<file path="config.mk">
export PLATFORM = sky130hd
export DESIGN_NAME = gpio_fixed_bank
export DESIGN_NICKNAME = d
export VERILOG_FILES = /design/src/rtl/gpio_fixed_bank.sv
export SDC_FILE = /design/constraint.sdc
export NUM_CORES = 1
export LEC_CHECK = 0
export BUFFER_PORTS_ARGS = -buffer_cell sky130_fd_sc_hd__buf_4
export CAP_MARGIN = 25
export CORE_MARGIN = 10
export CORE_UTILIZATION = 45
export CTS_BUF_LIST = sky130_fd_sc_hd__clkbuf_4
export CTS_CLUSTER_DIAMETER = 50
export DETAILED_ROUTE_END_ITERATION = 7
export PLACE_DENSITY = 0.8
export SKIP_CTS_REPAIR_TIMING = 1
export SYNTH_ARGS = -nofsm -noshare
export SYNTH_HDL_FRONTEND = slang
export SYNTH_SLANG_ARGS = --single-unit
export TNS_END_PERCENT = 100
</file>
<file path="constraint.sdc">
create_clock -name clk -period 2.05 [get_ports clk]
set_input_delay 0.205 -clock clk [delete_from_list [all_inputs] [get_ports clk]]
set_output_delay 0.205 -clock clk [all_outputs]
set_load 0.05 [all_outputs]
</file>
<file path="src/rtl/gpio_fixed_bank.sv">
module gpio_fixed_bank #(
  parameter int          AW        = 16,
  parameter int          WIN_AW    = 6,
  parameter int          NP        = 24,
  parameter logic [23:0] IN_MASK   = 24'h0039FF,
  parameter logic [23:0] OUT_MASK  = 24'hFF0000,
  parameter logic [23:0] USE_MASK  = 24'h00083F,
  parameter logic [23:0] OD_MASK   = 24'h400000,
  parameter logic [23:0] LVL_RST   = 24'h200000,
  parameter int          GNT0_PIN  = 16,
  parameter int          GNT1_PIN  = 17
) (
  input  logic             clk,
  input  logic             rst_n,
  input  logic             bus_sel,
  input  logic             bus_wr,
  input  logic [AW-1:0]    bus_addr,
  input  logic [7:0]       bus_wdata,
  output logic [7:0]       bus_rdata,
  input  logic [AW-WIN_AW-1:0] win_base,
  input  logic [NP-1:0]    pin_in,
  output logic [NP-1:0]    pad_out,
  output logic [NP-1:0]    pad_oe,
  output logic [NP-1:0]    alt_in,
  input  logic [1:0]       alt_gnt
);
  localparam int RSW = WIN_AW - 2;

  logic [NP-1:0] use_q, lvl_q, inv_q, st_q;
  logic [NP-1:0] s1_q, s2_q;

  logic [WIN_AW-1:0] off;
  logic [RSW-1:0]    rsel;
  logic [1:0]        lane;
  logic              hit, wr_en;
  logic              wr_use, wr_lvl, wr_inv, wr_st;
  logic [NP-1:0]     bm, wd, act, drv;
  logic [31:0]       rd_word, rd_shift;

  assign off    = bus_addr[WIN_AW-1:0];
  assign rsel   = off[WIN_AW-1:2];
  assign lane   = off[1:0];
  assign hit    = bus_sel && (bus_addr[AW-1:WIN_AW] == win_base);
  assign wr_en  = hit && bus_wr;
  assign wr_use = wr_en && (rsel == RSW'(0));
  assign wr_lvl = wr_en && (rsel == RSW'(1));
  assign wr_inv = wr_en && (rsel == RSW'(2));
  assign wr_st  = wr_en && (rsel == RSW'(3));

  logic [31:0] bm32;
  assign bm32 = 32'hFF << {lane, 3'b000};
  assign bm   = bm32[NP-1:0];
  assign wd   = {(NP/8){bus_wdata}};

  always_ff @(posedge clk or negedge rst_n) begin
    if (!rst_n) begin
      s1_q <= '0;
      s2_q <= '0;
    end else begin
      s1_q <= pin_in & IN_MASK;
      s2_q <= s1_q;
    end
  end

  assign act    = (s2_q ^ inv_q) & ~use_q & IN_MASK;
  assign alt_in = s2_q & use_q & IN_MASK;

  always_ff @(posedge clk or negedge rst_n) begin
    if (!rst_n) begin
      use_q <= '0;
      lvl_q <= LVL_RST & OUT_MASK;
      inv_q <= '0;
      st_q  <= '0;
    end else begin
      if (wr_use) use_q <= ((use_q & ~bm) | (wd & bm)) & USE_MASK;
      if (wr_lvl) lvl_q <= ((lvl_q & ~bm) | (wd & bm)) & OUT_MASK;
      if (wr_inv) inv_q <= ((inv_q & ~bm) | (wd & bm)) & IN_MASK;
      st_q <= ((st_q & ~(wr_st ? (wd & bm) : '0)) | act) & IN_MASK;
    end
  end

  always_comb begin
    case (rsel)
      RSW'(0): rd_word = 32'(use_q);
      RSW'(1): rd_word = 32'(lvl_q);
      RSW'(2): rd_word = 32'(inv_q);
      RSW'(3): rd_word = 32'(st_q);
      default: rd_word = '0;
    endcase
  end
  assign rd_shift  = rd_word >> {lane, 3'b000};
  assign bus_rdata = hit ? rd_shift[7:0] : 8'h00;

  always_comb begin
    drv = lvl_q;
    if (use_q[0]) drv[GNT0_PIN] = alt_gnt[0];
    if (use_q[1]) drv[GNT1_PIN] = alt_gnt[1];
  end

  assign pad_out = drv & OUT_MASK & ~OD_MASK;
  assign pad_oe  = OUT_MASK & (~OD_MASK | ~drv);

  p_miss_no_write_r1: assert property (@(posedge clk) disable iff (!rst_n)
    !wr_en |=> ($stable(use_q) && $stable(lvl_q) && $stable(inv_q)));

  p_masked_bits_r3: assert property (@(posedge clk) disable iff (!rst_n)
    ((use_q & ~USE_MASK) | (lvl_q & ~OUT_MASK) | (inv_q & ~IN_MASK) | (st_q & ~IN_MASK)) == '0);

  p_sticky_r5: assert property (@(posedge clk) disable iff (!rst_n)
    !wr_st |=> ((st_q & $past(st_q)) == $past(st_q)));

  p_alt_owned_r6: assert property (@(posedge clk) disable iff (!rst_n)
    (alt_in & ~use_q) == '0);

  p_open_drain_r8: assert property (@(posedge clk) disable iff (!rst_n)
    lvl_q[22] |-> (!pad_oe[22] && !pad_out[22]));

  p_inputs_undriven_r10: assert property (@(posedge clk) disable iff (!rst_n)
    (pad_oe[15:0] == '0) && (pad_out[15:0] == '0));
endmodule

</file>
==> reports/metrics.yaml, run 1 <==
worst_setup_path:
  arrival_ns: 1.84
  critical_path.max_stage_delay_ns: 0.42
  worstPathMaxFanout: 3
  critPathTopFamily: "compound AO/OA/AOI/OAI gates"
  critPathKind: "register to output port"
  cp_cell_sequence: "mux2_4 -> a221o_1 -> a32oi_1 -> nor2_1 -> buf_6"
  required_ns: 1.85
  path_buf_inv: 1
  worstSetupEndpointType: "output port"
  start_kind: "register"
  critPathSlowestCell: "dfrtp_1"
global_route:
  grtUsageTotal_pct: 13.5
  antenna_found_initial: 0
  grt_overflow: 0
  grt_max_degree: 64
  grt_pass1_wl_um: 12500
  grt_pass1_vias: 2503
sta:
  fin_crit_ns: 2.04
  maxSlewViolCount: 0
  min_period_over_period_pct: 99.6
  clock_skew_ns: 0.0104
  fmax_mhz: 490
  hold_slack_ns: 0.0460
  hold_viol: 0
  setup_ws_ns: 0.00838
  slew_headroom_pct: 48.6
  worst_slew_pin_slew_ns: 0.771
  rsz0062_at_grt: "true"
  finalSetupViolations: 0
routing:
  vias: 2400
  post_drt_wl_per_cell_um: 16.6
  via_per_inst: 4.95
  first_iter_violations: 130
  route.detailed.drc: 0
  ant_nets: 0
  firstDrtPassIters: 4
  finalWirelength_um: 8040
yosys:
  synth_compound_area_share_pct: 7.37
  synth_top_family_by_area: "buffers and inverters"
  ys_seq_elements: 63
  yosys_warnings: 0
  synthTopCellsByArea: "dfrtp_1 46%, buf_4 14%, mux2_2 12%"
  synth_area_per_cell_sq_um: 11.8
  muxShareOfSynthArea_pct: 13.2
  synth_xor_area_share_pct: 5.44
  synth_edf_count: 0
  synth.distinct_cells: 39
  yosysTopAreaCell: "dfrtp_1"
  yosysSeqAreaShare_pct: 46.7
  netlist_instances: 287
  synthAdderAreaFrac_pct: 0
  async_reset_ff_share_pct: 100
  synth-main-ff-cell: "dfrtp_1"
  netlist_area_sq_um: 3380
  synth-simple-area-share_pct: 11.7
  synth_top_area_share_pct: 45.9
cells_and_area:
  drive_gt1_share_pct: 38.1
  design_area_sq_um: 4130
  diodes: 0
  final_nets: 445
  syn_to_final_growth_pct: 22.1
  instances_no_fill: 485
floorplanning:
  row_count: 31
  coreArea_sq_um: 7290
  die_w_um: 107
  initial_core_util_pct: 46.3
  die_h_um: 107
  ios: 144
  die-area_sq_um: 11400
placed_design:
  globalplace.congestion: 0.803
  dp.cells: 453
  dpl_cell_area_sq_um: 3820
  port_buffers: 74
  post-dp-hpwl_um: 5990
  dpl_worst_slack_ns: 0.124
cts:
  cts_tree: "yes"
  htreeDepth: 3
  clk_latency_ns: 0.40
  cts_buffer_depth: 2
  clock_sinks: 63
  cts_made_buffers: 9
  cts_root_buf: "clkbuf_4"
  path_clk_slew_ns: 0.10
run_status:
  status: "finished clean"
pwr:
  p_leak_nw: 1.97
  worst_ir_drop_vdd_uv: 427
  power_mw: 2.55
  power_density_nw_per_um2: 618
job:
  drv_cap: 0
worst_hold_path:
  hp-class: "input pin to register"
routing by layer:
layer  wire [um]  part of all wire (%)  up-vias  GRT usage [%]
met5           0                     0        -              0
met4         145                   1.8        0           5.32
met3         937                    12       18           6.47
met2        4040                    50      126           22.7
met1        2910                    36     1167           14.5
li1            -                     -     1089              -
kinds of logic (layout without fill, tap and decap cells):
family                    count (synthesis)  after routing
xor gates and xnor gates                 21             21
AOI/OAI and AO/OA                        32             32
buffers and inverters                    73            117
other                                     2             57
and+or+nand+nor                          56             56
muxes                                    40             40
DFF                                      63             63
through the flow:
stage,TNS [ns],util (%)
finish,0,56.6
global placement,0,52.4
detailed placement,0,52.4
global route,-0.137,56.6
CTS,-0.0903,54.2
floorplan,-0.559,-
area by class of cell:
| type | instances | area (sq um) |
|---|---|---|
| flip-flops and latches | 63 | 1580 |
| fillers | 631 | 3170 |
| clock buffers | 10 | 75.1 |
| well taps | 99 | 124 |
| multi-input cells | 206 | 1510 |
| clock inverters | 6 | 51.3 |
| repair buffers | 98 | 779 |
| inverters | 3 | 11.3 |
cell usage in the layout (no fill, tap or decap), types with 5 or more instances in the layout:
master | Yosys | layout
buf_4 | 64 | 82
dfrtp_1 | 62 | 62
conb_1 | 2 | 57
mux2_2 | 37 | 36
xnor2_1 | 15 | 15
dlygate4sd3_1 | 0 | 13
nor2_1 | 11 | 11
clkbuf_4 | 0 | 10
nand4b_1 | 8 | 8
and2_1 | 7 | 7
o2bb2ai_1 | 7 | 7
xor2_1 | 6 | 6
nand4_1 | 6 | 6
nand2_1 | 6 | 5
a21o_1 | 5 | 5
final timing paths:
path | depth (start not counted) | startpoint | slack (ns) | endpoint
worst min-delay path | 2 | bus_wdata[7] | 0.05 | register
min in group asynchronous | 2 | rst_n | 0.40 | s1_q[2]
worst max-delay path | 5 | register | 0.008 | bus_rdata[5]
worst max register to register | 2 | register | 1.17 | register
worst min register to register | 0 | s1_q[4] | 0.36 | s2_q[4]
max in group asynchronous | 2 | rst_n | 1.14 | st_q[6]
power by group:
group	leakage [nW]	internal, mW	switching (mW)	total, mW
registers	0.758	1.27	0.00975	1.28
logic	1.13	0.128	0.346	0.474
clock network	0.0727	0.370	0.429	0.799
total	1.97	1.76	0.786	2.55
synth_stat cells, types with 3 or more instances:
cell / count
a21o_1: 5
xor2_1: 6
mux2i_1: 3
and2_1: 7
a22oi_1: 4
o2bb2ai_1: 7
nand3_1: 3
o21ai_0: 4
nand4_1: 6
a32oi_1: 4
buf_2: 3
dfrtp_1: 62
buf_4: 64
mux2_2: 37
nand2_1: 6
inv_1: 3
clkbuf_1: 3
nand4b_1: 8
xnor2_1: 15
nor2_1: 11
No activity file was read; power rests on OpenSTA's default activity.
==> run 2: changes to the inputs <==
RECOVER_POWER = 50   (was default)
==> reports/metrics.yaml, run 2 (synthesis gave the netlist of run 1 again) <==
run_status:
  status: "finished, violations left"
  violations: "max-capacitance violations, max-slew violations"
worst_setup_path:
  required_ns: 1.85  # about the same
  critPathKind: "register to output port"
  worstPathMaxFanout: 3  # unchanged
  path_buf_inv: 1  # unchanged
  worstSetupEndpointType: "output port"
  critPathSlowestCell: "dfrtp_1"
  cp_cell_sequence: "mux2_4 -> a221o_1 -> a32oi_1 -> nor2_1 -> buf_6"
  critPathTopFamily: "compound AO/OA/AOI/OAI gates"
  arrival_ns: 1.83  # about the same
  critical_path.max_stage_delay_ns: 0.41  # about the same
  start_kind: "register"
cells_and_area:
  final_common_cell: "buf_4"
  postLayoutCoreUtil_pct: 56.5  # about the same
  instances_no_fill: 485  # unchanged
  final_nets: 445  # unchanged
  fillers: 632  # +0.16%
  design_area_sq_um: 4120  # about the same
  drive_gt1_share_pct: 38.1  # unchanged
  diodes: 0  # unchanged
  syn_to_final_growth_pct: 22.0  # about the same
  final_cell_mix: "69 x buf_4, 62 x dfrtp_1, 57 x conb_1"
floorplanning:
  coreArea_sq_um: 7290  # unchanged
  die-area_sq_um: 11400  # unchanged
  row_count: 31  # unchanged
  initial_core_util_pct: 46.3  # unchanged
  die_h_um: 107  # unchanged
  ios: 144  # unchanged
  die_w_um: 107  # unchanged
routing:
  finalWirelength_um: 8020  # -0.17%
  first_iter_violations: 93  # -28%
  vias: 2387  # -0.54%
  firstDrtPassIters: 4  # unchanged
  via_per_inst: 4.92  # -0.54%
  ant_nets: 0  # unchanged
  post_drt_wl_per_cell_um: 16.5  # -0.17%
  route.detailed.drc: 0  # unchanged
cts:
  cts_buffer_depth: 2  # unchanged
  cts_made_buffers: 9  # unchanged
  cts_tree: "yes"
  cts_root_buf: "clkbuf_4"
  htreeDepth: 3  # unchanged
  clock_sinks: 63  # unchanged
  path_clk_slew_ns: 0.10  # about the same
  clk_latency_ns: 0.40  # about the same
sta:
  fmax_mhz: 491  # +0.22%
  rsz0062_at_grt: "true"
  worst_slew_pin_slew_ns: 1.50  # +0.734 ns
  setup_ws_ns: 0.0128  # +0.00444 ns
  min_period_over_period_pct: 99.4  # -0.22 points
  hold_viol: 0  # unchanged
  finalSetupViolations: 0  # unchanged
  slew_headroom_pct: -0.315  # -49 points
  clock_skew_ns: 0.0113  # +0.000899 ns
  tns_ns: 0  # unchanged
  maxSlewViolCount: 63  # +63
  fin_crit_ns: 2.04  # -0.00444 ns
worst_hold_path:
  hp-class: "input pin to register"
  min_from: "bus_wdata[7]"
global_route:
  grt_overflow: 0  # unchanged
  grt_pass1_vias: 2503  # unchanged
  grt_pass1_wl_um: 12500  # unchanged
  antenna_found_initial: 0  # unchanged
  grt_max_degree: 64  # unchanged
  grtUsageTotal_pct: 13.5  # unchanged
placed_design:
  dpl_cell_area_sq_um: 3820  # unchanged
  port_buffers: 74  # unchanged
  globalplace.congestion: 0.803  # unchanged
  dpl_worst_slack_ns: 0.124  # unchanged
  post-dp-hpwl_um: 5990  # unchanged
  dp.cells: 453  # unchanged
job:
  drv_cap: 1  # +1
pwr:
  worst_ir_drop_vdd_uv: 426  # -0.32%
  power_density_nw_per_um2: 618  # about the same
  p_leak_nw: 1.96  # -0.16%
run 2: cell count changes in the layout (fill, tap and decap cells not counted), sizes merged:
| cell | before | now |
|---|---|---|
| buf | 85 | 72 |
| clkbuf | 10 | 23 |
run 2: report_power, final:
group,leakage [nW],switching (mW),internal (mW)
sequential,0.758,0.00988,1.27
clock,0.0727,0.431,0.370
combinational,1.13,0.346,0.126
total,1.96,0.787,1.76
run 2: layout make-up:
class                   instances  area (sq um)  area share [%]
multi-input cells             206          1510            36.5
repair buffers                 98           777            18.8
flip-flops and latches         63          1580            38.3
clock inverters                 6          51.3            1.24
clock buffers                  10          75.1            1.82
well taps                      99           124            3.00
inverters                       3          11.3           0.273
run 2: final timing paths:
kind / end / slack [ns] / cells after the start
setup reg to reg: register / 1.17 / 2
setup / recovery: bus_rdata[5] / 0.01 / 5
hold reg to reg: s2_q[0] / 0.36 / 0
max in group asynchronous: st_q[6] / 0.46 / 2
min in group asynchronous: asynchronous set/reset pin / 0.69 / 2
hold / removal: register / 0.04 / 2
run 2: per-layer routing:
layer | global-route usage (%) | vias up | routed length (um)
li1 | - | 1082 | -
met1 | 14.5 | 1178 | 2970
met2 | 22.7 | 118 | 4040
met3 | 6.47 | 9 | 911
met4 | 5.32 | 0 | 109
met5 | 0 | - | 0
run 2: metrics by stage:
step	hold slack, ns	total power [mW]
4_1_cts	-0.118	2.54
3_5_place_dp	0.316	1.75
2_1_floorplan	-0.0906	1.69
6_report	0.0442	2.55
5_1_grt	0.0415	2.65
3_3_place_gp	0.314	1.74
==> run 3: changes to the inputs <==
CORE_MARGIN = default   (was 10)
==> reports/metrics.yaml, run 3 (synthesis gave the netlist of run 1 again) <==
floorplanning:
  die_h_um: 88.7  # -17%
  die-area_sq_um: 7860  # -31%
  die_w_um: 88.7  # -17%
  initial_core_util_pct: 46.6  # +0.25 points
  coreArea_sq_um: 7250  # -0.53%
  ios: 144  # unchanged
  row_count: 31  # unchanged
cells_and_area:
  instances_no_fill: 486  # +0.21%
  final_nets: 446  # +0.22%
  final_cell_mix: "70 x buf_4, 62 x dfrtp_1, 57 x conb_1"
  diodes: 0  # unchanged
  syn_to_final_growth_pct: 21.7
  postLayoutCoreUtil_pct: 56.7  # +0.15 points
  final_common_cell: "buf_4"
  design_area_sq_um: 4110  # -0.27%
  drive_gt1_share_pct: 39.0  # +0.94 points
sta:
  fmax_mhz: 487  # -0.83%
  fin_crit_ns: 2.05  # +0.0171 ns
  hold_slack_ns: 0.0567  # +0.0126 ns
  finalSetupViolations: 1  # +1
  setup_ws_ns: -0.00428  # -0.0171 ns
  hold_viol: 0  # unchanged
  worst_slew_pin_slew_ns: 1.48  # -0.0233 ns
  clock_skew_ns: 0.00671  # -0.00458 ns
  rsz0062_at_grt: "true"
  slew_headroom_pct: 1.24  # +1.6 points
  maxSlewViolCount: 0  # -100%
  min_period_over_period_pct: 100  # +0.83 points
worst_setup_path:
  critPathKind: "register to output port"
  cp_cell_sequence: "mux2_2 -> a221o_1 -> a32oi_1 -> nor2_1 -> buf_6"
  rrSetupSlack_ns: 1.16  # about the same
  arrival_ns: 1.85  # +0.02 ns
  critical_path.max_stage_delay_ns: 0.39  # -0.02 ns
  critPathSlowestCell: "dfrtp_1"
  worstSetupEndpointType: "output port"
  required_ns: 1.85  # about the same
  worstPathMaxFanout: 2  # -1
  start_kind: "register"
cts:
  htreeDepth: 3  # unchanged
  clock_sinks: 63  # unchanged
  cts_tree: "yes"
  path_clk_slew_ns: 0.10  # about the same
  cts_buffer_depth: 2  # unchanged
  cts_made_buffers: 9  # unchanged
  clk_latency_ns: 0.39  # about the same
  cts_root_buf: "clkbuf_4"
placed_design:
  globalplace.congestion: 0.792  # -1.4%
  port_buffers: 74  # unchanged
  post-dp-hpwl_um: 4940  # -18%
  dp.cells: 455  # +0.44%
  dpl_cell_area_sq_um: 3840  # +0.39%
pwr:
  seqPwrFrac_pct: 52.6  # +2.5 points
  worst_ir_drop_vdd_uv: 357  # -16%
  power_mw: 2.43  # -4.8%
  power_frac_comb_pct: 19.3  # +0.8 points
  p_clk_share_pct: 28.1  # -3.3 points
  p_int_mw: 1.66  # -5.7%
  p_switching_mw: 0.766  # -2.7%
  sw_frac_of_total_pct: 31.6  # +0.69 points
  power_density_nw_per_um2: 590  # -4.5%
  p_leak_nw: 1.97  # +0.19%
run_status:
  violations: "negative setup slack"
  status: "finished, violations left"
routing:
  post_drt_wl_per_cell_um: 14.3  # -14%
  firstDrtPassIters: 4  # unchanged
  route.detailed.drc: 0  # unchanged
  first_iter_violations: 181  # +95%
  via_per_inst: 4.87  # -0.96%
  ant_nets: 0  # unchanged
  vias: 2369  # -0.75%
  finalWirelength_um: 6930  # -14%
global_route:
  grt_pass1_vias: 2153  # -14%
  antenna_found_initial: 0  # unchanged
  grtUsageTotal_pct: 18.3  # +4.8 points
  grt_max_degree: 64  # unchanged
  grt_pass1_wl_um: 10500  # -16%
  grt_overflow: 0  # unchanged
worst_hold_path:
  hp-class: "input pin to register"
job:
  drv_cap: 0  # -1
==> run 3: cell types whose count changed in the layout (fill, tap and decap cells not counted), sizes merged <==
cell / previous run / this run
clkbuf: 23 / 24
buf: 72 / 73
bufinv: 1 / 0
==> run 3: worst paths after layout <==
kind	startpoint	end	cells after the start
max reg2reg	register	st_q[3]	3
min in group asynchronous	rst_n	asynchronous set/reset pin	2
min	bus_wdata[6]	register	2
max	st_q[5]	bus_rdata[5]	5
max in group asynchronous	rst_n	asynchronous set/reset pin	2
min reg2reg	s1_q[6]	s2_q[6]	0
==> run 3: final cells by class <==
class | count | area (sq um)
repair buffers | 99 | 785
multi-input cells | 206 | 1510
clock buffers | 11 | 82.6
inverters | 3 | 11.3
well taps | 99 | 124
flip-flops and latches | 63 | 1580
clock inverters | 5 | 25.0
fillers | 622 | 3140
==> run 3: worst max-delay path, delay by kind of cell, from the launching register on <==
family / cells / cell delay (ns)
AND/OR/NAND/NOR: 1 / 0.09
buffers and inverters: 1 / 0.18
multiplexers: 1 / 0.26
AO/OA/AOI/OAI: 2 / 0.53
flip-flops: 1 / 0.39
==> run 3: stage by stage <==
step | setup TNS, ns | setup slack, ns
2_1_floorplan | -0.559 | -0.0798
3_3_place_gp | 0 | 0.182
3_5_place_dp | 0 | 0.175
4_1_cts | -0.131 | -0.0912
5_1_grt | -0.200 | -0.0973
6_report | -0.00428 | -0.00428
==> run 3: per-layer routing <==
metal,vias up,global-route usage (%),routed length [um]
li1,1091,-,-
met1,1147,22.7,2890
met2,123,31.0,3490
met3,8,3.17,482
met4,0,9.09,67
met5,-,0,0
==> run 3: power groups by stage <==
stage	sequential [mW]	clock [mW]	combinational, mW
after detailed placement	1.30	0	0.450
after CTS	1.28	0.706	0.451
after global routing	1.28	0.751	0.507
after global placement	1.30	0	0.446
final	1.28	0.682	0.469
after floorplan	1.30	0	0.397
